File: src/rtl/tcs_pkg.sv
package tcs_pkg;

   typedef enum logic [2:0] {
      SEL_STOP  = 3'b000,
      SEL_PRESC = 3'b001,
      SEL_EXT   = 3'b010,
      SEL_ACCUM = 3'b011,
      SEL_SLOW  = 3'b100
   } sel_code_e;

   typedef enum logic [1:0] {
      MODE_PWM_SYS  = 2'b00,
      MODE_DUAL_CAP = 2'b01,
      MODE_DUAL_TMR = 2'b10,
      MODE_CAP_TMR  = 2'b11
   } timer_mode_e;

   typedef enum logic [2:0] {
      SRC_NONE,
      SRC_PRESC,
      SRC_EDGE,
      SRC_LEVEL,
      SRC_SLOW
   } src_e;

   // Pin-based sources exist only in modes without capture inputs.
   function automatic logic pin_src_legal(input logic [1:0] mode);
      return (mode == MODE_PWM_SYS) || (mode == MODE_DUAL_TMR);
   endfunction

endpackage

File: src/rtl/tcs_pin_sync.sv
module tcs_pin_sync #(
   parameter int SYNC_STAGES = 2
) (
   input  logic clk,
   input  logic rst_n,
   input  logic pin_async,
   input  logic pol,
   output logic edge_evt,
   output logic level_ok
);
   localparam int FILL   = SYNC_STAGES + 1;
   localparam int FILL_W = $clog2(FILL + 1);

   generate
      if (SYNC_STAGES < 2) begin : g_bad_depth
         $error("tcs_pin_sync: SYNC_STAGES must be at least 2");
      end
   endgenerate

   logic [SYNC_STAGES-1:0] chain_q;
   logic                   hist_q;
   logic [FILL_W-1:0]      fill_q;
   logic                   primed;
   logic                   cur;

   // Synchroniser chain plus one history flop for edge detection.
   always_ff @(posedge clk or negedge rst_n) begin
      if (!rst_n) begin
         chain_q <= '0;
         hist_q  <= 1'b0;
      end else begin
         chain_q <= {chain_q[SYNC_STAGES-2:0], pin_async};
         hist_q  <= chain_q[SYNC_STAGES-1];
      end
   end

   // Priming counter: blocks events until every flop holds a real sample.
   always_ff @(posedge clk or negedge rst_n) begin
      if (!rst_n) begin
         fill_q <= '0;
      end else if (fill_q != FILL_W'(FILL)) begin
         fill_q <= fill_q + 1'b1;
      end
   end

   assign primed = (fill_q == FILL_W'(FILL));
   assign cur    = chain_q[SYNC_STAGES-1];

   always_comb begin
      if (pol) edge_evt = primed & cur & ~hist_q;
      else     edge_evt = primed & ~cur & hist_q;
      level_ok = primed & (cur == pol);
   end

endmodule

File: src/rtl/tcs_src_qual.sv
module tcs_src_qual
   import tcs_pkg::*;
(
   input  logic [2:0] sel_code,
   input  logic [1:0] timer_mode,
   output src_e       src
);
   logic pin_ok;

   assign pin_ok = pin_src_legal(timer_mode);

   always_comb begin
      case (sel_code)
         SEL_PRESC: src = SRC_PRESC;
         SEL_EXT:   src = pin_ok ? SRC_EDGE  : SRC_NONE;
         SEL_ACCUM: src = pin_ok ? SRC_LEVEL : SRC_NONE;
         SEL_SLOW:  src = SRC_SLOW;
         default:   src = SRC_NONE;
      endcase
   end

endmodule

File: src/rtl/tcs_strobe_mux.sv
module tcs_strobe_mux
   import tcs_pkg::*;
#(
   parameter bit OUT_REG = 1'b1
) (
   input  logic clk,
   input  logic rst_n,
   input  src_e src,
   input  logic presc_tick,
   input  logic slow_tick,
   input  logic edge_evt,
   input  logic level_ok,
   output logic strobe
);
   logic strobe_d;

   always_comb begin
      unique case (src)
         SRC_PRESC: strobe_d = presc_tick;
         SRC_EDGE:  strobe_d = edge_evt;
         SRC_LEVEL: strobe_d = presc_tick & level_ok;
         SRC_SLOW:  strobe_d = slow_tick;
         default:   strobe_d = 1'b0;
      endcase
   end

   generate
      if (OUT_REG) begin : g_reg
         logic strobe_q;
         always_ff @(posedge clk or negedge rst_n) begin
            if (!rst_n) strobe_q <= 1'b0;
            else        strobe_q <= strobe_d;
         end
         assign strobe = strobe_q;
      end else begin : g_comb
         assign strobe = strobe_d;
      end
   endgenerate

endmodule

File: src/rtl/timer_clk_sel.sv
module timer_clk_sel
   import tcs_pkg::*;
#(
   parameter int SYNC_STAGES = 2,
   parameter bit OUT_REG     = 1'b1
) (
   input  logic       clk,
   input  logic       rst_n,
   input  logic [2:0] sel_code,
   input  logic [1:0] timer_mode,
   input  logic       edge_pol,
   input  logic       presc_tick,
   input  logic       slow_tick,
   input  logic       ext_pin,
   output logic       cnt_en
);
   src_e src;
   logic edge_evt;
   logic level_ok;

   tcs_pin_sync #(
      .SYNC_STAGES(SYNC_STAGES)
   ) pin_i (
      .clk       (clk),
      .rst_n     (rst_n),
      .pin_async (ext_pin),
      .pol       (edge_pol),
      .edge_evt  (edge_evt),
      .level_ok  (level_ok)
   );

   tcs_src_qual qual_i (
      .sel_code   (sel_code),
      .timer_mode (timer_mode),
      .src        (src)
   );

   tcs_strobe_mux #(
      .OUT_REG(OUT_REG)
   ) mux_i (
      .clk        (clk),
      .rst_n      (rst_n),
      .src        (src),
      .presc_tick (presc_tick),
      .slow_tick  (slow_tick),
      .edge_evt   (edge_evt),
      .level_ok   (level_ok),
      .strobe     (cnt_en)
   );

endmodule

File: config.mk
export PLATFORM = sky130hd
export DESIGN_NAME = timer_clk_sel
export DESIGN_NICKNAME = d
export VERILOG_FILES = /design/src/rtl/tcs_pkg.sv /design/src/rtl/tcs_pin_sync.sv /design/src/rtl/tcs_src_qual.sv /design/src/rtl/tcs_strobe_mux.sv /design/src/rtl/timer_clk_sel.sv
export SDC_FILE = /design/constraint.sdc
export NUM_CORES = 1
export LEC_CHECK = 0
export BUFFER_PORTS_ARGS = -buffer_cell sky130_fd_sc_hd__buf_2
export CAP_MARGIN = 5
export CORE_AREA = 2 2 39 41
export DETAILED_ROUTE_END_ITERATION = 7
export DIE_AREA = 0 0 41 43
export GPL_ROUTABILITY_DRIVEN = 0
export PLACE_DENSITY = 0.46
export SLEW_MARGIN = 0
export SYNTH_ARGS = -nofsm -noshare
export SYNTH_HDL_FRONTEND = slang
export SYNTH_HIERARCHICAL = 1
export SYNTH_SLANG_ARGS = --single-unit
File: constraint.sdc
create_clock -name clk -period 1.4 [get_ports clk]
set_clock_uncertainty 0.15 [all_clocks]
set_input_delay 0.21 -clock clk [delete_from_list [all_inputs] [get_ports clk]]
set_output_delay 0.21 -clock clk [all_outputs]
set_load 0.01 [all_outputs]
==> results of run 1 <==
metal layers:
metal  part of all wire [%]  up-vias  routed length, um  track usage, %
met5                      0        -                  0               0
met3                     10        0                 60           4.712
met2                     49       11                288           13.75
met1                     40      128                234           7.947
li1                       -      125                  -               -
met4                      0        0                  0           6.000
area by class of cell:
class,instances,area [um^2]
fill,151,948.4
tap,16,20.02
clock buffer,3,22.52
timing repair buffer,13,77.57
multi-input combinational,19,161.4
sequential,6,150.1
inverter,1,3.754
worst reg2reg max path, delay by kind of cell (launching register included):
kind,cells,cell delay [ns]
compound gates,3,0.43
flops,1,0.39
fa+ha+maj,1,0.17
simple gates,2,0.15
state kept, by name, summed over array words and instances (netlist names):
signal and cells:
mux_i/strobe 1, pin_i/chain_q 2, pin_i/fill_q 2, pin_i/hist_q 1
path summary, 6_finish.rpt:
check | startpoint | end | slack, ns | cells after the start
max | pin_i/fill_q[0] | mux_i/strobe | 0.06 | 6
min | rst_n | pin_i/fill_q[0] | 0.17 | 2
max reg2reg | pin_i/fill_q[0] | mux_i/strobe | 0.06 | 6
min reg2reg | pin_i/chain_q[0] | pin_i/chain_q[1] | 0.20 | 0
max in group asynchronous | rst_n | mux_i/strobe | 0.79 | 2
min in group clk | presc_tick | mux_i/strobe | 0.19 | 4
cell usage after synthesis:
library cell / instances / share of area, %
nand2_1: 3 / 3.8
nor2_1: 1 / 1.3
o31ai_2: 1 / 4.2
nand3b_1: 1 / 2.5
nor2b_1: 1 / 2.1
a211oi_2: 1 / 4.2
nor3b_1: 2 / 5.1
and2_1: 1 / 2.1
nand4b_1: 1 / 3.0
mux2_2: 1 / 3.8
o21a_1: 1 / 2.5
ha_1: 1 / 4.2
inv_1: 1 / 1.3
xnor2_1: 2 / 5.9
dfrtp_1: 6 / 51
o21ai_0: 1 / 1.7
a21oi_1: 1 / 1.7
power by group through the flow:
stage          registers (mW)  clock network [mW]  logic (mW)
2_1_floorplan           0.187                   0      0.0181
3_3_place_gp            0.186                   0      0.0406
3_5_place_dp            0.187                   0      0.0431
4_1_cts                 0.184               0.164      0.0475
5_1_grt                 0.184               0.177      0.0532
6_report                0.184               0.151      0.0479
cells by family after synthesis:
logic type / Yosys count / synth area share (%)
AND/OR/NAND/NOR: 10 / 19.83
buffers and inverters: 1 / 1.265
multiplexers: 1 / 3.797
flip-flops: 6 / 50.63
AO/OA/AOI/OAI: 5 / 14.34
adder cells (fa/ha/maj): 1 / 4.219
XOR/XNOR: 2 / 5.908
what timing repair did:
item	CTS	global route
resized for setup	1	3
pin swaps	0	1
hold endpoints to repair	7	0
buffers inserted	0	0
endpoints found under the setup margin	1	1
hold buffers	2	0
==> run summary, run 1 <==
Vias - 264
Cell Pwr Density - 881.3 mW/mm^2
Crit Path Max Fanout - 4
Synthesized area - 296.5 um^2
Critical Path RT - 1.42 ns
Post-route minimum period - 1.343 ns
Setup TNS - 0 ns
Final worst hold slack - 0.1660 ns
Slew headroom - 75.38%
DR iter-0 viols - 2
Die area - 0.001763 mm^2
Element type at the critical path end - flop
Routed WL - 582 um
Peak supply drop - 447.5 uV
Post-synthesis sequential area ratio - 50.63%
Clock-pin slew on the worst setup and hold paths - 0.04 ns
ANT cells - 0
First-pass GRT wire length - 979 um
Most frequent cells in the layout - buf_2 (10), dfrtp_1 (6), clkbuf_4 (3)
Drt first pass iters - 2
Leading cell type in the layout, fill and taps excluded - buf_2
RSZ-0062 raised after global routing - true
Worst-Skew Late Latency - 0.24 ns
Switching Power - 80.58 uW
Endpoints failing hold - 0
Synthesized flop and latch total - 6
Largest net degree at the start of global routing - 7
Syn Nets - 38
Die Span Y - 43 um
Worst Max-Slew Pin Slew - 0.3685 ns
Total congestion overflow - 0
Crit share post-route - 95.90%
Clk Tree Root Cell - clkbuf_4
Final non-filler cell total - 58
Slowest CP cell - dfrtp_1
Clock Power Share - 39.5%
CP max stage delay - 0.39 ns
Via/cell ratio - 4.552
Proportion of layout cells with a drive suffix above 1 - 47.62%
Die width - 41 um
Area grow syn2layout - 46.84%
Initial Util - 21.43%
Final instance area - 435.4 um^2
CP Cell Sequence - ha_4 -> nand2_2 -> o31ai_2 -> nand2_1 -> a21oi_2 -> o21a_1
FP Rows - 14
Switching fraction of total power - 21.00%
Clk sinks - 6
Global Route Usage Sum - 8.713%
Placed Instances - 53
Synth warn - 6
Count of final setup violators - 0
Detailed-route DRC error count - 0
Max-slew violations - 0
Seq pwr share - 48.0%
Post-Syn Instances - 26
Pint - 303.2 uW
Vias in the first global route - 280
Placed inst area - 374.1 um^2
Worst path top cell family by delay - compound AO/OA/AOI/OAI gates
CTS Buf Count - 3
Type of origin of the critical path - flop
Final Core Density - 31.46%
H-tree levels - 1
Distinct cells, synth - 17
Drt wl/cell - 10.03 um
TritonCTS clock tree - built
Port Buffers - 10
WS Path Type - flop to flop
Io pins - 12
Mean Syn Cell Area - 11.41 um^2
Maximum clock path buffer count - 2
Core area - 0.001384 mm^2
Lkg Pwr - 0.1826 nW
Total power - 383.8 uW
Arrival @ worst endpoint - 1.36 ns
Worst hold path class - input pin to async pin
Buffers & Inverters on Critical Path - 0
Fmax - 744.8 MHz
Post-layout nets - 56
Place WS - 0.01363 ns
Logic pwr share - 12.5%
Status - finished clean
Maxcap violations - 0
Number of antenna violations at the first check in global routing - 0
Final ANT Viol Nets - 0
Setup ws final - 0.05743 ns
(Power assumes the default switching activity.)
==> run 2, diff against run 1 <==
- clock period: 1.4 -> 1.6 ns (I/O delays scaled with it)
==> run summary, run 2 (synthesis results as in run 1) <==
Count of final setup violators - 0
Reg2Reg Depth - 6
Crit Path Max Fanout - 5
Leading cell type in the layout, fill and taps excluded - buf_2
CTS Buf Count - 3
Detailed-route DRC error count - 0
Vias in the first global route - 246
Fillers - 154
Final ANT Viol Nets - 0
Initial Util - 21.43%
Final Core Density - 29.57%
Slew headroom - 76.41%
First-pass GRT wire length - 890 um
Final worst hold slack - 0.1995 ns
Most frequent cells in the layout - buf_2 (10), dfrtp_1 (6), clkbuf_4 (3), nand2_1 (3)
Die Span Y - 43 um
ANT cells - 0
TritonCTS clock tree - built
Status - finished clean
Reg area - 150.1 um^2
Peak supply drop - 528.7 uV
Drt wl/cell - 10.33 um
Worst-Skew Late Latency - 0.24 ns
Total congestion overflow - 0
Maximum clock path buffer count - 2
Proportion of layout cells with a drive suffix above 1 - 39.02%
Crit share post-route - 90.64%
Vias - 248
Largest net degree at the start of global routing - 7
Final instance area - 409.1 um^2
Number of antenna violations at the first check in global routing - 0
Top flop regs - pin_i/chain_q x2, pin_i/fill_q x2
Postcts setup bufs - 0
Endpoints failing hold - 0
Flop-to-flop setup slack - 0.15 ns
Cell Pwr Density - 818.8 mW/mm^2
H-tree levels - 1
Worst hold path class - input pin to async pin
PostCTS Resize Cnt - 0
DR iter-0 viols - 3
FP Rows - 14
Global Route Usage Sum - 7.911%
Final non-filler cell total - 57
Place WS - 0.1492 ns
Max-slew violations - 0
Setup ws final - 0.1497 ns
Via/cell ratio - 4.351
Total power - 335.0 uW
Routed WL - 589 um
Placed Instances - 52
Die width - 41 um
Worst Max-Slew Pin Slew - 0.3531 ns
Clock-pin slew on the worst setup and hold paths - 0.04 ns
Io pins - 12
Die area - 0.001763 mm^2
Fmax - 689.5 MHz
Drt first pass iters - 3
Clk Tree Root Cell - clkbuf_4
RSZ-0062 raised after global routing - false
Clk sinks - 6
RR Endpoint - mux_i/strobe
Port Buffers - 10
Post-CTS Hold Buffers - 2
Placed inst area - 366.6 um^2
Type of origin of the critical path - flop
Arrival @ worst endpoint - 1.48 ns
Area grow syn2layout - 37.97%
Critical Path RT - 1.62 ns
Reg2reg start - pin_i/fill_q[0]
Setup TNS - 0 ns
Multi-input logic area - 142.6 um^2
Post-route minimum period - 1.450 ns
Lkg Pwr - 0.1772 nW
Core area - 0.001384 mm^2
Post-layout nets - 55
Element type at the critical path end - flop
Maxcap violations - 0
WS Path Type - flop to flop
[run 2: where the power goes]
part           leakage (nW)  internal (mW)  total [mW]  switching (mW)
clock                0.0138         0.0844       0.133          0.0486
combinational        0.0975         0.0226      0.0411          0.0186
sequential           0.0658          0.158       0.161         0.00291
total                 0.177          0.265       0.335          0.0701
[run 2: worst max-delay path by stage]
stage	startpoint	cells after the start	slack, ns	endpoint
after global routing	pin_i/fill_q[0]	6	0.007	mux_i/strobe
after detailed placement	pin_i/fill_q[0]	6	0.15	mux_i/strobe
final	pin_i/fill_q[0]	6	0.15	mux_i/strobe
after CTS	pin_i/fill_q[0]	6	0.14	mux_i/strobe
after floorplan	pin_i/fill_q[0]	6	0.27	mux_i/strobe
after global placement	pin_i/fill_q[0]	6	0.21	mux_i/strobe
[run 2: routing by layer]
layer	GRT usage (%)	wire length, um	vias to the layer above
li1	-	-	124
met1	7.309	238	111
met2	11.88	285	13
met3	4.712	65	0
met4	6.000	0	0
met5	0	0	-
[run 2: worst max-delay path, stage by stage (launching register included)]
cell     delay (ns)
dfrtp_1        0.35
ha_1           0.25
nand2_1        0.09
o31ai_2        0.19
nand2_1        0.08
a21oi_1        0.14
o21a_1         0.12
[run 2: final cells by class]
class                           instances  area share, %
Clock buffer                            3          5.505
Timing Repair Buffer                   12          17.13
Tap cell                               16          4.893
Sequential cell                         6          36.70
Multi-Input combinational cell         19          34.86
Inverter                                1         0.9174
==> run 3, diff against run 2 <==
- ABC_AREA: not set -> 1
- PLACE_DENSITY: 0.46 -> 0.48
- RECOVER_POWER: not set -> 100
- SLEW_MARGIN: 0 -> not set
==> run summary, run 3 <==
Drt first pass iters - 1
Clk sinks - 6
Initial Util - 23.24%
Cell Pwr Density - 785.0 mW/mm^2
Critical Path RT - 1.58 ns
Clk Tree Root Cell - clkbuf_4
Share of flip-flops with an asynchronous set or reset - 100.0%
Element type at the critical path end - flop
Fmax - 702.0 MHz
Leading cell type in the layout, fill and taps excluded - nand2_1
Number of synthesized flops with an enable pin - 0
Vias - 294
TritonCTS clock tree - built
Worst path top cell family by delay - flip-flops
Crit share post-route - 89.03%
Count of final setup violators - 0
Commonest cells in the netlist - nand2_1 (16), inv_1 (8), nor2_1 (7)
Synth area leader - dfrtp_1
H-tree levels - 1
Maximum clock path buffer count - 2
CP Cell Sequence - ha_1 -> nand2_1 -> inv_1 -> nand2_1 -> nand2_1 -> a21oi_1 -> nand2_1 -> nand2_1 -> nor2_1
Mean Syn Cell Area - 6.990 um^2
Fillers - 160
Number of antenna violations at the first check in global routing - 0
FP Rows - 14
Drt wl/cell - 7.078 um
Postcts setup bufs - 0
Slew headroom - 80.09%
DR iter-0 viols - 0
RSZ-0062 raised after global routing - false
Worst Setup SP - pin_i/fill_q[0]
Top cell type's share of synthesized area - 46.69%
CP max stage delay - 0.38 ns
ANT cells - 0
Die area - 0.001763 mm^2
Detailed-route DRC error count - 0
Synthesized area - 321.6 um^2
Syn Nets - 58
Peak supply drop - 465.8 uV
Via/cell ratio - 3.818
Post-layout nets - 75
Slowest CP cell - dfrtp_1
Buffers & Inverters on Critical Path - 1
Clock-pin slew on the worst setup and hold paths - 0.04 ns
Worst-Skew Late Latency - 0.24 ns
Total power - 338.9 uW
Vias in the first global route - 274
Routed WL - 545 um
Port Buffers - 10
Distinct cells, synth - 11
Die width - 41 um
Top flop regs - pin_i/chain_q x2, pin_i/fill_q x2
Met3 wire length - 24 um
Lkg Pwr - 0.2493 nW
Status - finished clean
Post-Syn Instances - 46
Met1 WL - 259 um
Endpoints failing hold - 0
Flop-to-flop setup slack - 0.18 ns
Maxcap violations - 0
Core area - 0.001384 mm^2
CTS Buf Count - 3
Post-synthesis sequential area ratio - 46.69%
Most frequent cells in the layout - nand2_1 (16), buf_2 (8), inv_1 (8), nor2_1 (7), dfrtp_1 (6)
Worst hold path class - input pin to flop
Routed wl met2 - 260 um
Largest net degree at the start of global routing - 7
Type of origin of the critical path - flop
Crit Path Max Fanout - 4
Synthesized flop and latch total - 6
Die Span Y - 43 um
Total congestion overflow - 0
Most numerous cell in the Yosys netlist - nand2_1
WS Path Type - flop to flop
Global Route Usage Sum - 8.713%
Dpl hpwl - 426.3 um
Crit path top cell by count - nand2_1
First-pass GRT wire length - 1028 um
Area grow syn2layout - 34.24%
Synth warn - 6
Setup TNS - 0 ns
Proportion of layout cells with a drive suffix above 1 - 22.95%
Dominant synthesized flop cell - dfrtp_1
Top post-synthesis cells by area - dfrtp_1 (47%), nand2_1 (19%), inv_1 (9.3%)
Top layer in use - met3
Arrival @ worst endpoint - 1.40 ns
Max-slew violations - 0
Worst Max-Slew Pin Slew - 0.2986 ns
Hold Startpoint - presc_tick
Io pins - 12
Final ANT Viol Nets - 0
Reg2reg start - pin_i/fill_q[0]
Post-route minimum period - 1.425 ns
[run 3: cell types whose count changed after synthesis, moves of 2 or more]
cell / change
inv_1: +7
inv_2: +2
nand2_1: +13
nor2_1: +6
nor3b_1: -2
[run 3: where the power goes]
group / switching [mW] / internal (mW)
Clock: 0.0498 / 0.0845
Combinational: 0.0231 / 0.0205
Sequential: 0.00268 / 0.158
[run 3: repair_timing]
item	CTS	global route
hold buffers	2	0
endpoints found under the hold margin	7	0
gates resized for setup	0	0
endpoints found under the setup margin	0	0
[run 3: kinds of logic after synthesis]
family | count (synthesis) | synth area share (%)
AOI/OAI and AO/OA | 3 | 4.668
xor gates and xnor gates | 1 | 2.724
adders and majority gates | 1 | 3.890
buffers and inverters | 10 | 11.67
DFF | 6 | 46.69
and+or+nand+nor | 25 | 30.35
[run 3: path summary, 6_finish.rpt]
kind                                    end  cells after the start
min                            mux_i/strobe                      5
min reg2reg                pin_i/chain_q[1]                      0
max                            mux_i/strobe                      9
max reg2reg                    mux_i/strobe                      9
max in group asynchronous  pin_i/chain_q[0]                      2
min in group asynchronous      mux_i/strobe                      2
[run 3: through the flow]
stage	hold slack [ns]	util [%]	setup slack [ns]	instance area (um^2)	std cells
4_1_cts	0.1796	31.37	0.1603	434.2	77
2_1_floorplan	-0.2056	-	0.2526	321.6	46
3_5_place_dp	-0.08238	28.30	0.1705	391.6	72
6_report	0.1823	31.19	0.1755	431.7	77
5_1_grt	0.2139	31.19	0.02495	431.7	77
3_3_place_gp	-0.08284	28.30	0.1761	391.6	72
[run 3: area by class of cell]
class                   instances  area [um^2]  area share, %
flip-flops and latches          6        150.1          34.78
clock buffers                   3        22.52          5.217
multi-input cells              30        133.9          31.01
well taps                      16        20.02          4.638
inverters                      10        37.54          8.696
repair buffers                 12        67.56          15.65
[run 3: metal layers]
metal	vias up	track usage (%)
met5	-	0
met4	0	6.000
met3	0	3.141
met2	4	11.25
met1	123	11.59
li1	167	-
[run 3: worst register-to-register path, cell delays in order, from the launching register on]
cell and delay [ns]:
dfrtp_1 0.38, ha_1 0.26, nand2_1 0.08, inv_1 0.05, nand2_1 0.06, nand2_1 0.05
a21oi_1 0.13, nand2_1 0.06, nand2_1 0.05, nor2_1 0.04
